`src/rtl/rst_seq_pkg.sv`:
```
package rst_seq_pkg;
  typedef enum logic {
    ST_IDLE = 1'b0,
    ST_RUN  = 1'b1
  } seq_state_e;
endpackage

```
`src/rtl/rst_seq_timer.sv`:
```
module rst_seq_timer #(
  parameter int unsigned TICKS = 50000
) (
  input  logic clk_i,
  input  logic rst_ni,
  input  logic clr_i,
  input  logic en_i,
  output logic expire_o
);
  localparam int unsigned CW = (TICKS > 1) ? $clog2(TICKS) : 1;
  localparam logic [CW-1:0] LAST = CW'(TICKS - 1);

  logic [CW-1:0] cnt_q;

  assign expire_o = en_i && (cnt_q == LAST);

  always_ff @(posedge clk_i or negedge rst_ni) begin
    if (!rst_ni)          cnt_q <= '0;
    else if (clr_i)       cnt_q <= '0;
    else if (en_i) begin
      if (cnt_q == LAST)  cnt_q <= '0;
      else                cnt_q <= cnt_q + 1'b1;
    end
  end
endmodule

```
`src/rtl/rst_seq_ctrl.sv`:
```
module rst_seq_ctrl
  import rst_seq_pkg::*;
#(
  parameter int unsigned N_STEPS = 8,
  localparam int unsigned SW = (N_STEPS > 1) ? $clog2(N_STEPS) : 1
) (
  input  logic          clk_i,
  input  logic          rst_ni,
  input  logic          start_i,
  input  logic          abort_i,
  input  logic          expire_i,
  output logic          busy_o,
  output logic          busy_nxt_o,
  output logic [SW-1:0] step_nxt_o,
  output logic          done_nxt_o
);
  localparam logic [SW-1:0] LAST_STEP = SW'(N_STEPS - 1);

  seq_state_e state_q, state_d;
  logic [SW-1:0] step_q, step_d;
  logic done_d;

  always_comb begin
    state_d = state_q;
    step_d  = step_q;
    done_d  = 1'b0;
    if (abort_i) begin
      state_d = ST_IDLE;
      step_d  = '0;
    end else begin
      unique case (state_q)
        ST_IDLE: if (start_i) begin
          state_d = ST_RUN;
          step_d  = '0;
        end
        ST_RUN: if (expire_i) begin
          if (step_q == LAST_STEP) begin
            state_d = ST_IDLE;
            step_d  = '0;
            done_d  = 1'b1;
          end else begin
            step_d = step_q + 1'b1;
          end
        end
        default: state_d = ST_IDLE;
      endcase
    end
  end

  always_ff @(posedge clk_i or negedge rst_ni) begin
    if (!rst_ni) begin
      state_q <= ST_IDLE;
      step_q  <= '0;
    end else begin
      state_q <= state_d;
      step_q  <= step_d;
    end
  end

  assign busy_o     = (state_q == ST_RUN);
  assign busy_nxt_o = (state_d == ST_RUN);
  assign step_nxt_o = step_d;
  assign done_nxt_o = done_d;
endmodule

```
`src/rtl/rst_seq_pattern.sv`:
```
module rst_seq_pattern #(
  parameter int unsigned N_LANES = 4,
  localparam int unsigned SW = $clog2(2 * N_LANES)
) (
  input  logic [SW-1:0]      step_i,
  output logic [N_LANES-1:0] vec_o
);
  // ramp on: top step+1 bits; ramp off: top N-1-(step-N) bits
  for (genvar i = 0; i < N_LANES; i++) begin : g_bit
    always_comb begin
      if (int'(step_i) < int'(N_LANES))
        vec_o[i] = (i >= int'(N_LANES) - 1 - int'(step_i));
      else
        vec_o[i] = (i >= int'(step_i) - int'(N_LANES) + 1);
    end
  end
endmodule

```
`src/rtl/rst_stagger_seq.sv`:
```
module rst_stagger_seq #(
  parameter int unsigned CLK_FREQ_HZ = 50_000_000,
  parameter int unsigned N_LANES     = 4
) (
  input  logic               clk_i,
  input  logic               rst_ni,
  input  logic               start_i,
  input  logic               abort_i,
  output logic [N_LANES-1:0] lane_rst_o,
  output logic               busy_o,
  output logic               done_o
);
  localparam int unsigned TICKS   = (CLK_FREQ_HZ / 1000 > 0) ? CLK_FREQ_HZ / 1000 : 1;
  localparam int unsigned N_STEPS = 2 * N_LANES;
  localparam int unsigned SW      = $clog2(N_STEPS);

  logic          expire;
  logic          busy_nxt, done_nxt;
  logic [SW-1:0] step_nxt;
  logic [N_LANES-1:0] vec_nxt, lane_rst_q;
  logic          done_q;

  rst_seq_timer #(.TICKS(TICKS)) u_timer (
    .clk_i    (clk_i),
    .rst_ni   (rst_ni),
    .clr_i    (abort_i),
    .en_i     (busy_o),
    .expire_o (expire)
  );

  rst_seq_ctrl #(.N_STEPS(N_STEPS)) u_ctrl (
    .clk_i      (clk_i),
    .rst_ni     (rst_ni),
    .start_i    (start_i),
    .abort_i    (abort_i),
    .expire_i   (expire),
    .busy_o     (busy_o),
    .busy_nxt_o (busy_nxt),
    .step_nxt_o (step_nxt),
    .done_nxt_o (done_nxt)
  );

  rst_seq_pattern #(.N_LANES(N_LANES)) u_pat (
    .step_i (step_nxt),
    .vec_o  (vec_nxt)
  );

  // registered so lane resets never glitch
  always_ff @(posedge clk_i or negedge rst_ni) begin
    if (!rst_ni) begin
      lane_rst_q <= '0;
      done_q     <= 1'b0;
    end else begin
      lane_rst_q <= busy_nxt ? vec_nxt : '0;
      done_q     <= done_nxt;
    end
  end

  assign lane_rst_o = lane_rst_q;
  assign done_o     = done_q;
endmodule

```
`config.mk`:
```
export PLATFORM = sky130hd
export DESIGN_NAME = rst_stagger_seq
export DESIGN_NICKNAME = d
export VERILOG_FILES = /design/src/rtl/rst_seq_pkg.sv /design/src/rtl/rst_seq_timer.sv /design/src/rtl/rst_seq_ctrl.sv /design/src/rtl/rst_seq_pattern.sv /design/src/rtl/rst_stagger_seq.sv
export SDC_FILE = /design/constraint.sdc
export NUM_CORES = 1
export LEC_CHECK = 0
export BUFFER_PORTS_ARGS = -buffer_cell sky130_fd_sc_hd__buf_2
export CAP_MARGIN = 25
export CORE_MARGIN = 2
export CORE_UTILIZATION = 59
export DETAILED_ROUTE_END_ITERATION = 10
export GPL_TIMING_DRIVEN = 1
export HOLD_SLACK_MARGIN = 0.12
export PLACE_DENSITY = 0.78
export SYNTH_ARGS = -nofsm -noshare
export SYNTH_HDL_FRONTEND = slang
export SYNTH_SLANG_ARGS = --single-unit
```
`constraint.sdc`:
```
create_clock -name clk_i -period 3.65 [get_ports clk_i]
set_input_delay 0.1825 -clock clk_i [delete_from_list [all_inputs] [get_ports clk_i]]
set_output_delay 0.1825 -clock clk_i [all_outputs]
set_load 0.1 [all_outputs]
```
==> impl_metrics.py, run 1 <==
metrics = {
    "status": {
        "outcome": "finished clean",
    },
    "timing": {
        "fin_ws_ns": 0.426,
        "grt_setup_unrepaired": "false",
        "worst_slew_pin_slew_ns": 0.590,
        "relSlewSlack_pct": 60.6,
        "setup_viol": 0,
        "slew_viol_final": 0,
        "hold_viol": 0,
        "setup-tns-final_ns": 0,
        "min_period_over_period_pct": 88.3,
        "period_needed_ns": 3.22,
        "finalClockSkew_ns": 0.00574,
        "fmax_mhz": 310,
    },
    "yosys": {
        "yosysUniqueCellTypes": 42,
        "synth-seq-area-share_pct": 44.0,
        "postSynth.asyncResetShare_pct": 100,
        "synth_flop_cell": "dfrtp_1",
        "syn_area_sq_um": 1420,
        "syn_inst": 147,
        "yosys_warnings": 0,
        "syn_avg_cell_area_sq_um": 9.68,
        "ys_ff_latch": 25,
        "synth_nets": 159,
        "synth_edf_count": 0,
    },
    "global_route": {
        "antenna_found_initial": 0,
        "grt_start_max_net_pins": 26,
        "grt_pass1_vias": 1078,
        "grt_pass1_wl_um": 4920,
        "grt-ovfl-total": 0,
        "grt_use_total_pct": 23.8,
    },
    "clock_network": {
        "cts_buffers": 3,
        "postCtsSetupBuffers": 0,
        "clkTransAtPathRegs_ns": 0.13,
        "ctsResizeCount": 0,
        "cts_buffer_depth": 2,
        "clock-root-buffer": "clkbuf_4",
        "cts_tree": "done",
        "clkSinkCount": 25,
        "postCtsHoldBufs": 1,
        "cts_htree_levels": 1,
        "clock_latency_ns": 0.32,
    },
    "final_layout": {
        "multi_input_area_sq_um": 742,
        "mostFrequentLayoutCells": "dfrtp_1, nor2_1, nand2_1",
        "antennaDiodeCount": 0,
        "fin_nets": 169,
        "mostFrequentLayoutCell": "dfrtp_1",
        "fillCellCount": 178,
        "finalNonFillerCells": 184,
        "final_cell_area_sq_um": 1520,
        "syn_to_final_growth_pct": 6.77,
        "seqCellArea_sq_um": 626,
        "drive_gt1_share_pct": 12.2,
    },
    "min_path": {
        "hold_start": "abort_i",
        "hp-class": "in2reg",
    },
    "floorplanning": {
        "start_util_pct": 63.1,
        "die_w_um": 53.1,
        "io_pins": 10,
        "num_rows": 17,
        "die_h_um": 53.1,
        "die_area_sq_um": 2820,
        "core-area_sq_um": 2250,
    },
    "pwr": {
        "p_seq_share_pct": 64.4,
        "power_density_nw_per_um2": 293,
        "pwr-share-comb_pct": 7.7,
        "swShare_pct": 26.2,
        "leakage_nw": 0.697,
        "switchingPower_mw": 0.117,
        "ir_drop_mv": 0.204,
        "p_int_mw": 0.328,
        "p_clk_share_pct": 27.9,
    },
    "worst_setup_path": {
        "crit_path_end_kind": "register",
        "critical_path_required_ns": 3.89,
        "path_max_fanout": 5,
        "worstPathCellList": "ha_1 > and4_1 > nand4_2 > and4_4 > or3_1 > ha_1 > inv_1 > ha_1 > nand2_1 > nor3_1 > nand2_1 > or4_1 > a21oi_1",
        "crit_path_start": "u_timer.cnt_q[0]$_DFFE_PN0P_",
        "crit_top_cell": "ha_1",
        "worstSetupPathType": "reg2reg",
        "slowest_stage": "or3_1",
        "reg2reg_from": "u_timer.cnt_q[0]$_DFFE_PN0P_",
        "slowest_delay_ns": 0.46,
        "start_kind": "register",
        "worstPathArrival_ns": 3.46,
    },
    "place": {
        "placed_cells": 179,
        "placed_area_sq_um": 1480,
        "post-place-ws_ns": 0.484,
        "numPortBuffers": 9,
        "place_congestion": 0.925,
        "dp_hpwl_um": 2180,
    },
    "detailed_routing": {
        "drc": 0,
        "vias_per_cell": 6.13,
        "firstDrtPassIters": 4,
        "wl_per_cell_um": 15.6,
        "ant_nets": 0,
        "wirelength_um": 2880,
        "vias": 1127,
        "dr.first_iter.drc_count": 49,
    },
    "flow_run": {
        "maxCapViolCount": 0,
    },
}
[through the flow]
step	power, mW	hold slack, ns	utilization (%)
floorplan	0.313	-0.113	-
global placement	0.324	0.189	65.7
detailed placement	0.325	0.203	65.7
CTS	0.448	0.170	67.4
global route	0.464	0.197	67.4
finish	0.445	0.192	67.4
[worst paths after layout]
| check | to | slack [ns] | cells after the start |
|---|---|---|---|
| worst max register to register | lane_rst_o[3]$_DFF_PN0_ | 0.43 | 13 |
| worst min-delay path | u_timer.cnt_q[1]$_DFFE_PN0P_ | 0.19 | 2 |
| max in group asynchronous | u_ctrl.step_q[0]$_DFF_PN0_ | 2.93 | 2 |
| worst min register to register | u_timer.cnt_q[15]$_DFFE_PN0P_ | 0.59 | 2 |
| worst max-delay path | lane_rst_o[3]$_DFF_PN0_ | 0.43 | 13 |
| min in group asynchronous | done_o$_DFF_PN0_ | 0.36 | 2 |
[routing by layer]
metal | vias up | global-route usage [%] | wire (um)
met2 | 42 | 36.9 | 1320
met1 | 544 | 34.2 | 1370
met5 | - | 0 | 0
met4 | 0 | 7.69 | 29
met3 | 4 | 3.11 | 152
li1 | 537 | - | -
[kinds of logic after synthesis]
kind of cell	count (synthesis)	share of synthesized area, %
buffers and inverters	14	3.87
XOR/XNOR	13	8.00
flip-flops	25	44.0
multiplexers	1	0.704
AO/OA/AOI/OAI	18	9.41
AND/OR/NAND/NOR	68	27.0
adder cells (fa/ha/maj)	8	7.04
[synthesized netlist by cell type, drive strengths merged (2+ instances only)]
master	number	share of area, %
inv	9	2.4
nor3b	2	1.1
and2	2	0.88
xnor2	7	4.3
nand2b	2	0.88
o2111ai	2	1.2
nand2	14	3.7
o21ai	2	0.97
dfrtp	25	44
nand3	4	1.4
a41oi	2	1.2
and4	3	2.1
ha	8	7.0
nor3	6	2.5
nand4	6	3.1
nor4	3	1.3
a211oi	2	1.1
nor4b	2	2.3
a21oi	5	1.8
nor2	18	4.7
buf	2	0.62
and3	2	0.88
clkbuf	3	0.88
xor2	6	3.7
[layout make-up]
type	instances	share of cell area (%)
Multi-Input combinational cell	108	48.8
Sequential cell	25	41.2
Timing Repair Buffer	10	3.62
Tap cell	28	2.31
Inverter	9	2.22
Clock buffer	3	1.48
Clock inverter	1	0.329
[critical path, delay by kind of cell (launching register included)]
family | cells | cell delay [ns]
adder cells (fa/ha/maj) | 3 | 0.60
AND/OR/NAND/NOR | 8 | 1.85
AO/OA/AOI/OAI | 1 | 0.20
buffers and inverters | 1 | 0.06
flip-flops | 1 | 0.43
[power groups by stage]
stage / Combinational [mW] / Sequential [mW] / Clock [mW]
after floorplan: 0.0145 / 0.299 / 0
after global placement: 0.0331 / 0.291 / 0
after detailed placement: 0.0339 / 0.292 / 0
after CTS: 0.0347 / 0.286 / 0.127
after global routing: 0.0379 / 0.287 / 0.138
final: 0.0344 / 0.286 / 0.124
[flip-flops by register name, indices dropped and copies added, names as in the netlist]
name	cells
done_o	1
lane_rst_o	4
u_ctrl.busy_o	1
u_ctrl.step_q	3
u_timer.cnt_q	16
(Power assumes the default switching activity.)
==> run 2: changes to the inputs <==
--- a/config.mk
+++ b/config.mk
@@ -8,11 +8,12 @@
 export BUFFER_PORTS_ARGS = -buffer_cell sky130_fd_sc_hd__buf_2
 export CAP_MARGIN = 25
 export CORE_MARGIN = 2
-export CORE_UTILIZATION = 59
+export CORE_UTILIZATION = 60
 export DETAILED_ROUTE_END_ITERATION = 10
 export GPL_TIMING_DRIVEN = 1
 export HOLD_SLACK_MARGIN = 0.12
-export PLACE_DENSITY = 0.78
+export PLACE_DENSITY = 0.79
 export SYNTH_ARGS = -nofsm -noshare
 export SYNTH_HDL_FRONTEND = slang
+export SYNTH_HIERARCHICAL = 1
 export SYNTH_SLANG_ARGS = --single-unit
==> impl_metrics.py, run 2 <==
metrics = {
    "status": {
        "outcome": "finished clean",
    },
    "final_layout": {
        "fin_nets": 180,
        "seqCellArea_sq_um": 626,
        "final_cell_area_sq_um": 1730,
        "drive_gt1_share_pct": 22.0,
        "multi_input_area_sq_um": 932,
        "mostFrequentLayoutCells": "dfrtp_1, nor2_1, ha_1",
        "largest_reg_flops": 16,
        "fillCellCount": 198,
        "antennaDiodeCount": 0,
        "top_register": "u_timer/cnt_q",
        "utilization_pct": 68.6,
        "syn_to_final_growth_pct": 6.88,
        "mostFrequentLayoutCell": "dfrtp_1",
    },
    "timing": {
        "min_period_over_period_pct": 89.1,
        "slew_viol_final": 0,
        "period_needed_ns": 3.25,
        "hold_viol": 0,
        "relSlewSlack_pct": 59.9,
        "setup-tns-final_ns": 0,
        "finalClockSkew_ns": 0.0124,
        "grt_setup_unrepaired": "false",
        "hold_slack_ns": 0.192,
        "worst_slew_pin_slew_ns": 0.597,
        "fmax_mhz": 308,
        "setup_viol": 0,
    },
    "floorplanning": {
        "io_pins": 10,
        "start_util_pct": 64.1,
        "die_w_um": 55.9,
        "die_area_sq_um": 3130,
        "core-area_sq_um": 2520,
        "die_h_um": 55.9,
        "num_rows": 18,
    },
    "pwr": {
        "ir_drop_mv": 0.283,
        "leakage_nw": 0.746,
        "power_density_nw_per_um2": 292,
    },
    "worst_setup_path": {
        "crit_path_start": "u_timer/cnt_q[0]$_DFFE_PN0P_",
        "cp_num_buf_inv": 1,
        "slowest_delay_ns": 0.49,
        "crit_path_end_kind": "register",
        "reg2reg_from": "u_timer/cnt_q[0]$_DFFE_PN0P_",
        "critical_path_required_ns": 3.90,
        "crit_top_cell": "ha_1",
        "worstPathArrival_ns": 3.50,
        "cp_top_family": "simple AND/OR/NAND/NOR gates",
        "slowest_stage": "a211oi_2",
        "start_kind": "register",
        "worstSetupPathType": "reg2reg",
        "path_max_fanout": 8,
        "worstPathCellList": "ha_1 > and4_4 > nand4_2 > nor2_2 > xnor2_1 > a211oi_2 > ha_1 > inv_1 > ha_1 > nand3b_1 > a221oi_2 > and2_1",
    },
    "clock_network": {
        "cts_htree_levels": 1,
        "clkSinkCount": 25,
        "cts_buffers": 3,
        "clock-root-buffer": "clkbuf_4",
        "cts_tree": "done",
        "clkTransAtPathRegs_ns": 0.13,
        "clock_latency_ns": 0.31,
        "postCtsSetupBuffers": 0,
        "cts_buffer_depth": 2,
    },
    "yosys": {
        "yosys_warnings": 6,
        "postSynth.asyncResetShare_pct": 100,
        "synth_edf_count": 0,
        "syn_inst": 151,
        "ys_top_cells_by_count": "dfrtp_1, nor2_1, ha_1",
        "yosysMostFrequentCell": "dfrtp_1",
        "ys_ff_latch": 25,
        "synth_nets": 166,
        "synth_flop_cell": "dfrtp_1",
        "synth-seq-area-share_pct": 38.7,
        "syn_area_sq_um": 1620,
        "synth_largest_area_cell": "dfrtp_1",
        "synth_area_leaders": "dfrtp_1, ha_1, xnor2_1",
        "synth_top_cell_area_share_pct": 38.7,
        "yosysUniqueCellTypes": 56,
        "syn_avg_cell_area_sq_um": 10.7,
    },
    "min_path": {
        "hold_start": "start_i",
        "hp-class": "in2reg",
    },
    "place": {
        "dp_hpwl_um": 2300,
        "placed_area_sq_um": 1690,
        "place_congestion": 0.935,
        "numPortBuffers": 9,
    },
    "detailed_routing": {
        "drc": 0,
        "dr.first_iter.drc_count": 56,
        "ant_nets": 0,
        "firstDrtPassIters": 4,
        "wl_per_cell_um": 16.0,
        "vias": 1204,
        "vias_per_cell": 6.21,
        "wirelength_um": 3110,
    },
    "global_route": {
        "grt_start_max_net_pins": 26,
        "grt_pass1_vias": 1163,
        "antenna_found_initial": 0,
        "grt_use_total_pct": 21.4,
        "grt-ovfl-total": 0,
        "grt_pass1_wl_um": 5340,
    },
    "flow_run": {
        "maxCapViolCount": 0,
    },
}
[run 2: logic make-up (layout without fill, tap and decap cells)]
logic type | count (synthesis) | in the layout | share of synthesized area, %
flops | 25 | 25 | 38.7
compound gates | 28 | 28 | 15.5
xor+xnor | 11 | 11 | 5.95
fa+ha+maj | 11 | 11 | 8.51
buf+inv | 12 | 25 | 3.87
mux | 3 | 3 | 1.93
simple gates | 61 | 61 | 25.6
[run 2: what timing repair did]
item	4_1_cts	5_1_grt
hold endpoints to repair	25	0
hold buffers	1	0
resized for setup	0	1
setup endpoints to repair	0	1
[run 2: area by class of cell]
type	instances	area share, %
timing repair buffer	13	4.49
multi-input combinational	114	53.9
inverter	8	1.74
clock buffer	4	1.52
sequential	25	36.2
tap	30	2.17
[run 2: per-layer routing]
layer | routed length [um] | track usage [%] | vias up
met3 | 76 | 2.56 | 4
met4 | 32 | 8.84 | 0
met2 | 1610 | 35.2 | 19
met5 | 0 | 0 | -
met1 | 1390 | 28.6 | 598
li1 | - | - | 583
[run 2: through the flow]
stage | power, mW | worst slack [ns] | std cells
3_3_place_gp | 0.385 | 0.531 | 189
4_1_cts | 0.510 | 0.318 | 194
5_1_grt | 0.527 | 0.106 | 194
2_1_floorplan | 0.363 | 0.316 | 151
6_report | 0.504 | 0.398 | 194
3_5_place_dp | 0.389 | 0.353 | 189
[run 2: power breakdown]
| group | total, mW | leakage (nW) | internal, mW | switching [mW] |
|---|---|---|---|---|
| clock | 0.120 | 0.0150 | 0.0426 | 0.0771 |
| sequential | 0.289 | 0.342 | 0.284 | 0.00506 |
| combinational | 0.0952 | 0.388 | 0.0285 | 0.0667 |
| total | 0.504 | 0.746 | 0.355 | 0.149 |
[run 2: final timing paths]
kind | cells past startpoint | slack, ns | end
worst min-delay path | 3 | 0.19 | u_ctrl/busy_o$_DFF_PN0_
max in group asynchronous | 2 | 2.92 | u_timer/cnt_q[10]$_DFFE_PN0P_
worst max register to register | 12 | 0.40 | lane_rst_o[1]$_DFF_PN0_
worst min register to register | 1 | 0.55 | u_timer/cnt_q[14]$_DFFE_PN0P_
worst max-delay path | 12 | 0.40 | lane_rst_o[1]$_DFF_PN0_
min in group asynchronous | 2 | 0.37 | u_timer/cnt_q[13]$_DFFE_PN0P_
[run 2: worst register-to-register path: stages (launching register included)]
cell,delay (ns)
dfrtp_1,0.44
ha_1,0.23
and4_4,0.28
nand4_2,0.19
nor2_2,0.29
xnor2_1,0.14
a211oi_2,0.49
ha_1,0.26
inv_1,0.05
ha_1,0.29
nand3b_1,0.14
a221oi_2,0.23
and2_1,0.15
